`config.mk`:
```
export PLATFORM = sky130hd
export DESIGN_NAME = shift_stack
export DESIGN_NICKNAME = d
export VERILOG_FILES = /design/src/rtl/shstk_pkg.sv /design/src/rtl/shstk_cell.sv /design/src/rtl/shstk_depth.sv /design/src/rtl/shift_stack.sv
export SDC_FILE = /design/constraint.sdc
export NUM_CORES = 1
export LEC_CHECK = 0
export CAP_MARGIN = 40
export CORE_AREA = 2 2 270 272
export DETAILED_ROUTE_END_ITERATION = 10
export DIE_AREA = 0 0 272 274
export GPL_TIMING_DRIVEN = 0
export PLACE_DENSITY = 0.62
export SYNTH_ARGS = -nofsm -noshare
export SYNTH_HDL_FRONTEND = slang
export SYNTH_SLANG_ARGS = --single-unit
```
`constraint.sdc`:
```
create_clock -name clk -period 3.53 [get_ports clk]
set_input_delay 0.5295 -clock clk [delete_from_list [all_inputs] [get_ports clk]]
set_output_delay 0.5295 -clock clk [all_outputs]
set_load 0.02 [all_outputs]
```
`src/rtl/shstk_pkg.sv`:
```
package shstk_pkg;
   // Word-move count for one port (0, 1 or 2; 3 saturates to 2)
   typedef logic [1:0] cnt_t;
   // Signed net movement, pop minus push, in two's complement
   typedef logic [2:0] shift_t;

   localparam shift_t SH_DN2  = 3'b110;  // two places toward the bottom
   localparam shift_t SH_DN1  = 3'b111;  // one place toward the bottom
   localparam shift_t SH_HOLD = 3'b000;
   localparam shift_t SH_UP1  = 3'b001;  // one place toward the top
   localparam shift_t SH_UP2  = 3'b010;  // two places toward the top

   function automatic cnt_t sat_cnt(input cnt_t c);
      return (c == 2'd3) ? 2'd2 : c;
   endfunction
endpackage

```
`src/rtl/shstk_cell.sv`:
```
module shstk_cell
   import shstk_pkg::*;
#(
   parameter int WIDTH = 32
) (
   input  logic             clk,
   input  logic             rst,
   input  shift_t           move,
   input  logic             load,
   input  logic [WIDTH-1:0] load_word,
   input  logic [WIDTH-1:0] from_above2,
   input  logic [WIDTH-1:0] from_above1,
   input  logic [WIDTH-1:0] from_below1,
   input  logic [WIDTH-1:0] from_below2,
   output logic [WIDTH-1:0] value
);
   logic [WIDTH-1:0] nxt;

   always_comb begin
      nxt = value;
      if (load) begin
         nxt = load_word;
      end else begin
         case (move)
            SH_DN2:  nxt = from_above2;
            SH_DN1:  nxt = from_above1;
            SH_UP1:  nxt = from_below1;
            SH_UP2:  nxt = from_below2;
            default: nxt = value;
         endcase
      end
   end

   always_ff @(posedge clk) begin
      if (rst) value <= '0;
      else     value <= nxt;
   end
endmodule

```
`src/rtl/shstk_depth.sv`:
```
module shstk_depth
   import shstk_pkg::*;
#(
   parameter int DEPTH = 17,
   localparam int DW = $clog2(DEPTH + 1)
) (
   input  logic          clk,
   input  logic          rst,
   input  cnt_t          pops,
   input  cnt_t          pushes,
   output logic [DW-1:0] depth,
   output logic          empty,
   output logic          full,
   output logic          overflow
);
   localparam logic [DW:0] LIMIT = DEPTH[DW:0];

   logic [DW-1:0] pops_w;
   logic [DW-1:0] after_pop;
   logic [DW:0]   sum;
   logic          spill;

   assign pops_w    = {{(DW-2){1'b0}}, pops};
   assign after_pop = (depth > pops_w) ? depth - pops_w : '0;
   assign sum       = {1'b0, after_pop} + {{(DW-1){1'b0}}, pushes};
   assign spill     = (sum > LIMIT);

   always_ff @(posedge clk) begin
      if (rst) begin
         depth    <= '0;
         overflow <= 1'b0;
      end else begin
         depth <= spill ? LIMIT[DW-1:0] : sum[DW-1:0];
         if (spill) overflow <= 1'b1;
      end
   end

   assign empty = (depth == '0);
   assign full  = (depth == LIMIT[DW-1:0]);

   AST_OVF_STICKY: assert property (@(posedge clk) disable iff (rst)
      overflow |=> overflow);
   AST_OVF_AT_FULL: assert property (@(posedge clk) disable iff (rst)
      $rose(overflow) |-> full);
   AST_FLAG_EXCL: assert property (@(posedge clk) disable iff (rst)
      !(empty && full));
   AST_DEPTH_BOUND: assert property (@(posedge clk) disable iff (rst)
      {1'b0, depth} <= LIMIT);
endmodule

```
`src/rtl/shift_stack.sv`:
```
module shift_stack
   import shstk_pkg::*;
#(
   parameter int WIDTH = 32,
   parameter int DEPTH = 17
) (
   input  logic             clk,
   input  logic             rst,
   input  logic [1:0]       pop_cnt,
   input  logic [1:0]       push_cnt,
   input  logic [WIDTH-1:0] wr_word0,
   input  logic [WIDTH-1:0] wr_word1,
   output logic [WIDTH-1:0] top0,
   output logic [WIDTH-1:0] top1,
   output logic             empty,
   output logic             full,
   output logic             overflow
);
   localparam int DW = $clog2(DEPTH + 1);

   if (WIDTH < 1) begin : g_bad_width
      $error("shift_stack: WIDTH must be at least 1");
   end
   if (DEPTH < 2) begin : g_bad_depth
      $error("shift_stack: DEPTH must be at least 2");
   end

   cnt_t          p_eff;
   cnt_t          q_eff;
   shift_t        move;
   logic [DW-1:0] depth;
   logic [WIDTH-1:0] ent [DEPTH];

   assign p_eff = sat_cnt(pop_cnt);
   assign q_eff = sat_cnt(push_cnt);
   assign move  = {1'b0, p_eff} - {1'b0, q_eff};

   for (genvar i = 0; i < DEPTH; i++) begin : g_ent
      logic [WIDTH-1:0] a2, a1, b1, b2;
      logic             ld;
      logic [WIDTH-1:0] lw;

      if (i >= 2) begin : g_a2
         assign a2 = ent[i-2];
      end else begin : g_a2z
         assign a2 = '0;
      end
      if (i >= 1) begin : g_a1
         assign a1 = ent[i-1];
      end else begin : g_a1z
         assign a1 = '0;
      end
      if (i + 1 < DEPTH) begin : g_b1
         assign b1 = ent[i+1];
      end else begin : g_b1z
         assign b1 = '0;
      end
      if (i + 2 < DEPTH) begin : g_b2
         assign b2 = ent[i+2];
      end else begin : g_b2z
         assign b2 = '0;
      end

      if (i == 0) begin : g_ld0
         assign ld = (q_eff != 2'd0);
         assign lw = wr_word0;
      end else if (i == 1) begin : g_ld1
         assign ld = (q_eff == 2'd2);
         assign lw = wr_word1;
      end else begin : g_ldn
         assign ld = 1'b0;
         assign lw = '0;
      end

      shstk_cell #(.WIDTH(WIDTH)) u_cell (
         .clk        (clk),
         .rst        (rst),
         .move       (move),
         .load       (ld),
         .load_word  (lw),
         .from_above2(a2),
         .from_above1(a1),
         .from_below1(b1),
         .from_below2(b2),
         .value      (ent[i])
      );
   end

   shstk_depth #(.DEPTH(DEPTH)) u_depth (
      .clk     (clk),
      .rst     (rst),
      .pops    (p_eff),
      .pushes  (q_eff),
      .depth   (depth),
      .empty   (empty),
      .full    (full),
      .overflow(overflow)
   );

   assign top0 = ent[0];
   assign top1 = ent[1];

   AST_EMPTY_READS_ZERO: assert property (@(posedge clk) disable iff (rst)
      empty |-> (top0 == '0 && top1 == '0));
   AST_PUSH_LANDS_TOP: assert property (@(posedge clk) disable iff (rst)
      (push_cnt != 2'd0) |=> (top0 == $past(wr_word0)));
   AST_PUSH2_SECOND: assert property (@(posedge clk) disable iff (rst)
      (push_cnt[1] && pop_cnt == 2'd0) |=> (top1 == $past(wr_word1)));
   AST_POP1_RISES: assert property (@(posedge clk) disable iff (rst)
      (pop_cnt == 2'd1 && push_cnt == 2'd0) |=> (top0 == $past(top1)));
   AST_PUSH1_DEMOTES: assert property (@(posedge clk) disable iff (rst)
      (push_cnt == 2'd1 && pop_cnt == 2'd0) |=> (top1 == $past(top0)));
endmodule

```
; After elaboration in Yosys (flattened, before gate mapping)
; Cells that the tools add are included.
[classes]
add_sub_neg = 3
n_lt_le_gt_ge = 2
n_eq_ne = 8
muxes = 23
n_reduce_logical = 9
[op_table]
columns = cell, count
row1 = 32-bit one-hot mux with 4 select lines, 15
row2 = 32-bit one-hot mux with 3 select lines, 2
row3 = 32-bit two-way mux, 2
row4 = 5-bit two-way mux, 2
row5 = 4-bit nonzero test, 2
row6 = 5-bit by 2-bit adder with 6-bit output, 1
row7 = "2-bit == test, second input constant", 3
row8 = "3-bit == test, second input constant", 2
row9 = "6-bit by 5-bit > comparator with 1-bit output, second input constant", 1
row10 = 2-bit OR reduction, 3
row11 = "5-bit == test, second input constant", 1
row12 = 5-bit by 2-bit > comparator with 1-bit output, 1
row13 = 5-bit zero test, 1
row14 = 5-bit nonzero test, 1
row15 = 5-bit by 2-bit subtractor with 5-bit output, 1
row16 = 2-bit two-way mux, 2
row17 = "3-bit by 1-bit == test with 1-bit output, second input constant", 1
row18 = "3-bit by 2-bit == test with 1-bit output, second input constant", 1
row19 = 3-bit nonzero test, 1
row20 = 2-bit by 2-bit subtractor with 3-bit output, 1
row21 = 2-bit nonzero test, 1
[totals]
ff_bits = 550
in_bits = 70
output_inout_bits = 67

; Longest topological paths before layout
[logic_depth]
depth_word = 7
ltp_mapped = 16
depth_no_buf = 15

; By module
; A second synthesis with hierarchy kept.
[hier_totals]
cells_unflattened = 5226
hier_area_um2 = 42059.1
[modules_own_cells]
columns = mod, n_inst, cells_per_inst, area_each_um2, seq_area_each_um2
row1 = shstk_cell, 17, 303, 2437.3, 640.6
row2 = shstk_depth, 1, 61, 536.8, 120.1
row3 = shift_stack, 1, 14, 87.6, 0.0

; Least setup slack after synthesis
; Ideal clock, no wire load.
[synth_timing]
path_kind = input to register
from = in pop_cnt[1]
to = reg u_depth.depth[2]
arrival_time_ps = 3001
path_slack_ps = 434
cell_stages = 14
n_path_buf = 0
cell_sequence = inv_1 nand2_1 inv_1 ha_1 or2b_1 a31oi_1 ha_1 inv_1 fa_1 a211oi_1 nor2_1 o21ai_0 nand4_1 a221oi_1
[synth_via]
elab_chain_cells = 7
elab_cells_between_ends = 8
[synth_lines]
columns = item, line_no
row1 = from (decl), shift_stack.sv:9  ; input logic [1:0] pop_cnt,
row2 = 2-bit == test, shstk_pkg.sv:14  ; return (c == 2'd3) ? 2'd2 : c;
row3 = 2-bit two-way mux *, shstk_pkg.sv:14
row4 = 5-bit by 2-bit subtractor with 5-bit output / 5-bit by 2-bit > comparator with 1-bit output (equally long branches), shstk_depth.sv:24  ; assign after_pop = (depth > pops_w) ? depth - pops_w : '0;
row5 = 5-bit two-way mux *, shstk_depth.sv:24
row6 = 5-bit by 2-bit adder with 6-bit output *, shstk_depth.sv:25  ; assign sum = {1'b0, after_pop} + {{(DW-1){1'b0}}, pushes};
row7 = 6-bit by 5-bit > comparator with 1-bit output, shstk_depth.sv:26  ; assign spill = (sum > LIMIT);
row8 = 2-bit OR reduction (no line), --
row9 = to (signal assigned), shstk_depth.sv:33  ; depth <= spill ? LIMIT[DW-1:0] : sum[DW-1:0];
row10 = to (decl), shstk_depth.sv:11  ; output logic [DW-1:0] depth,
; Every way passes the cells marked *; elsewhere a longest branch is shown, timed or not.
; A chain may end at the register's enable or synchronous reset.

; Worst setup path after layout
[layout_timing]
from = in push_cnt[1]
to = reg g_ent[11].u_cell.value[19]
[layout_via]
elab_chain_cells = 5
elab_cells_between_ends = 9
[layout_lines]
columns = item, line_no
row1 = from (decl), shift_stack.sv:10  ; input logic [1:0] push_cnt,
row2 = 2-bit == test, shstk_pkg.sv:14
row3 = 2-bit two-way mux *, shstk_pkg.sv:14
row4 = 2-bit by 2-bit subtractor with 3-bit output *, shift_stack.sv:36  ; assign move = {1'b0, p_eff} - {1'b0, q_eff};
row5 = 3-bit by 2-bit == test with 1-bit output (tied with other cells), shstk_cell.sv:24  ; case (move)
row6 = 32-bit one-hot mux with 4 select lines / 4-bit nonzero test (equally long branches), --
row7 = to (signal assigned), shstk_cell.sv:36  ; else value <= nxt;
row8 = to (decl), shstk_cell.sv:15  ; output logic [WIDTH-1:0] value
; Marked as above.

==> flow_metrics.py <==
metrics = {
    "status": {
        "outcome": "finished, final reports clean",
    },
    "power_and_ir_drop": {
        "intPower_uw": 14910,
        "p_clk_frac": 0.283,
        "power_switching_uw": 9753,
        "power_frac_comb": 0.326,
        "power.leakage_uw": 0.01311,
        "ir_worst_vdd_uv": 380.6,
        "cellPowerDensity_mw_per_mm2": 660.2,
        "pwr-share-seq": 0.391,
        "power_uw": 24670,
        "switching_share": 0.3954,
    },
    "grt": {
        "grt_usage": 0.3621,
        "overflow": 0,
        "grt_pass1_vias": 36042,
        "grt_max_degree": 12,
        "grt_pass1_wl_um": 214000,
        "antenna_found_initial": 5,
    },
    "job": {
        "maxCapViolations": 0,
    },
    "critical_path": {
        "cp_max_fo": 12,
        "required_ps": 4080,
        "cp.arrival_ps": 4080,
        "crit_path_end": "g_ent[11].u_cell.value[19]",
        "critPathCaptureType": "flop",
        "cp-start-kind": "primary input",
        "rr_startpoint": "u_depth.depth[1]",
        "rrSetupSlack_ps": 240,
        "r2r_cells": 11,
        "crit_start": "push_cnt[1]",
        "slowest_stage": "clkdlybuf4s50_1",
        "critPathMaxStageDelay_ps": 520,
        "cp_cell_sequence": "clkdlybuf4s50_1 -> clkbuf_4 -> buf_4 -> nor2b_1 -> ha_1 -> inv_1 -> ha_1 -> clkbuf_4 -> inv_1 -> nand2_1 -> buf_6 -> clkbuf_4 -> buf_2 -> a2bb2oi_1 -> o22ai_1 -> a21oi_1",
        "rr_endpoint": "u_depth.depth[2]",
        "worst-setup-path-type": "in -> reg",
        "cp_common_cell": "clkbuf_4",
    },
    "clock_network": {
        "hold_buffers": 0,
        "clkTransAtPathRegs_ps": 60,
        "cts_root_buffer": "clkbuf_16",
        "cts_tree": "yes",
        "numCtsBuffers": 68,
        "max-clock-path-buffers": 3,
        "clock_latency_ps": 630,
        "clock-sinks": 550,
        "htree_num_levels": 3,
    },
    "logic_synthesis": {
        "synth_warnings": 0,
        "synth_ff_type": "dfxtp_1",
        "seq_area_frac_synth": 0.3447,
        "netlist_instances": 4229,
        "syn_area_per_cell_um2": 7.552,
        "synth_edf_count": 0,
        "synth_nets": 4307,
        "synth-async-reset-ratio": 0,
        "ys_seq_elements": 550,
        "syn-cell-area_mm2": 0.03194,
        "netlist-cell-type-count": 54,
    },
    "place": {
        "place_congestion": 0.9609,
        "hpwl_um": 110000,
        "place_ws_ps": -1782,
        "portBuffers": 135,
    },
    "floorplanning": {
        "rows": 99,
        "die-area_mm2": 0.07453,
        "ioPinCount": 137,
        "dieHeight_um": 274,
        "start_util": 0.4438,
        "die_w_um": 272,
        "core_mm2": 0.07197,
    },
    "sta": {
        "fmax_mhz": 283.5,
        "finalHoldViolCount": 0,
        "fin_ws_ps": 2.153,
        "layout_min_cycle_time_ps": 3528,
        "fin_crit_sh": 0.9994,
        "slew-limit-headroom": 0.4050,
        "report.final.slew_viol_count": 0,
        "finClkSkew_ps": 27.30,
        "tightest_slew_ps": 892.5,
        "setup_viol": 0,
    },
    "worst_hold_path": {
        "hold_path.class": "in -> reg",
        "min_from": "rst",
    },
    "drt": {
        "drc": 0,
        "vias": 35987,
        "drt-wirelength-per-cell_um": 25.62,
        "via_per_inst": 6.584,
        "wl_um": 140100,
        "firstDrtPassIters": 6,
        "drtIter0Drc": 3645,
        "antenna_left": 0,
    },
    "layout": {
        "final_common_cell": "o21ai_0",
        "drive_above_1_share": 0.09925,
        "syn_to_final_growth_pct": 16.98,
        "final_nets": 4534,
        "final_cell_mix": "870 x o21ai_0, 550 x dfxtp_1, 484 x a21oi_1",
    },
}
kinds of logic (layout without fill, tap and decap cells):
| logic type | after synthesis | in the layout | synth area share |
|---|---|---|---|
| flops | 550 | 550 | 0.3447 |
| mux | 4 | 4 | 0.001410 |
| buf+inv | 573 | 848 | 0.07130 |
| other cells | 0 | 3 | 0 |
| compound gates | 2500 | 2500 | 0.4880 |
| xor+xnor | 4 | 4 | 0.001097 |
| simple gates | 590 | 590 | 0.08987 |
| fa+ha+maj | 8 | 8 | 0.003604 |
metal layers:
metal  track usage  part of all wire  vias up
li1              -                 -    16994
met1        0.4128              0.38    16681
met2        0.6193              0.47     1771
met3       0.06437             0.072      539
met4        0.2464             0.076        2
met5             0          0.000093        -
registers in the layout, summed over array words and instances (netlist names):
register / count
g_ent.u_cell.value: 544
u_depth.depth: 5
u_depth.overflow: 1
cell usage after synthesis (all sizes together), types with 6 or more instances:
| library cell | number | area share |
|---|---|---|
| a211oi | 67 | 0.016 |
| a21oi | 485 | 0.076 |
| a221o | 32 | 0.010 |
| a221oi | 35 | 0.0096 |
| a22oi | 32 | 0.0075 |
| a2bb2oi | 416 | 0.11 |
| buf | 128 | 0.019 |
| clkbuf | 431 | 0.051 |
| dfxtp | 550 | 0.34 |
| ha | 6 | 0.0024 |
| inv | 12 | 0.0014 |
| nand2 | 9 | 0.0011 |
| nand3 | 418 | 0.065 |
| nor2 | 104 | 0.012 |
| nor3 | 35 | 0.0056 |
| o21ai | 873 | 0.14 |
| o21bai | 64 | 0.015 |
| o221a | 32 | 0.011 |
| o22ai | 448 | 0.088 |
worst max-delay path, delay by kind of cell:
kind            cells  cell delay (ps)
compound gates      3              520
buf+inv             9             2380
fa+ha+maj           2              360
simple gates        2              260
layout make-up:
class,count,area [um2]
diodes,3,7.507
well taps,959,1200
flip-flops and latches,550,11010
plain buffers,557,2595
inverters,14,58.81
fillers,7222,34600
clock buffers,108,2116
repair buffers,159,1610
multi-input cells,3106,18710
clock inverters,10,53.80
power groups by stage:
stage / logic, uW / clock network (uW) / registers, uW
after floorplan: 5600 / 0 / 8640
after global placement: 7560 / 0 / 9590
after detailed placement: 7670 / 0 / 9600
after CTS: 7790 / 6980 / 9480
after global routing: 8770 / 7250 / 9720
final: 8030 / 6980 / 9650
timing repair:
item / CTS / global route
setup buffers: 6 / 9
gates resized for setup: 169 / 168
pin swaps: 2 / 0
endpoints found under the setup margin: 548 / 506
hold endpoints to repair: 0 / 0
through the flow:
stage | hold WS (ps) | util | setup TNS (ps) | area (um2) | std cells
2_1_floorplan | 478.3 | - | 0 | 31940 | 4229
6_report | 342.9 | 0.5192 | 0 | 37360 | 5466
3_5_place_dp | 454.6 | 0.4807 | -822310 | 34590 | 5331
5_1_grt | 324.4 | 0.5191 | -10710 | 37360 | 5463
3_3_place_gp | 452.3 | 0.4793 | -880400 | 34490 | 5323
4_1_cts | 326.9 | 0.5152 | 0 | 37080 | 5455
how the worst min path moves through the flow:
stage	cells after the start	to	slack (ps)
global route	2	g_ent[15].u_cell.value[0]	320
CTS	2	g_ent[15].u_cell.value[0]	330
floorplan	2	g_ent[10].u_cell.value[0]	480
finish	2	g_ent[15].u_cell.value[0]	340
detailed placement	1	u_depth.overflow	450
global placement	1	u_depth.overflow	450
Power figures use the tool's default switching activity.
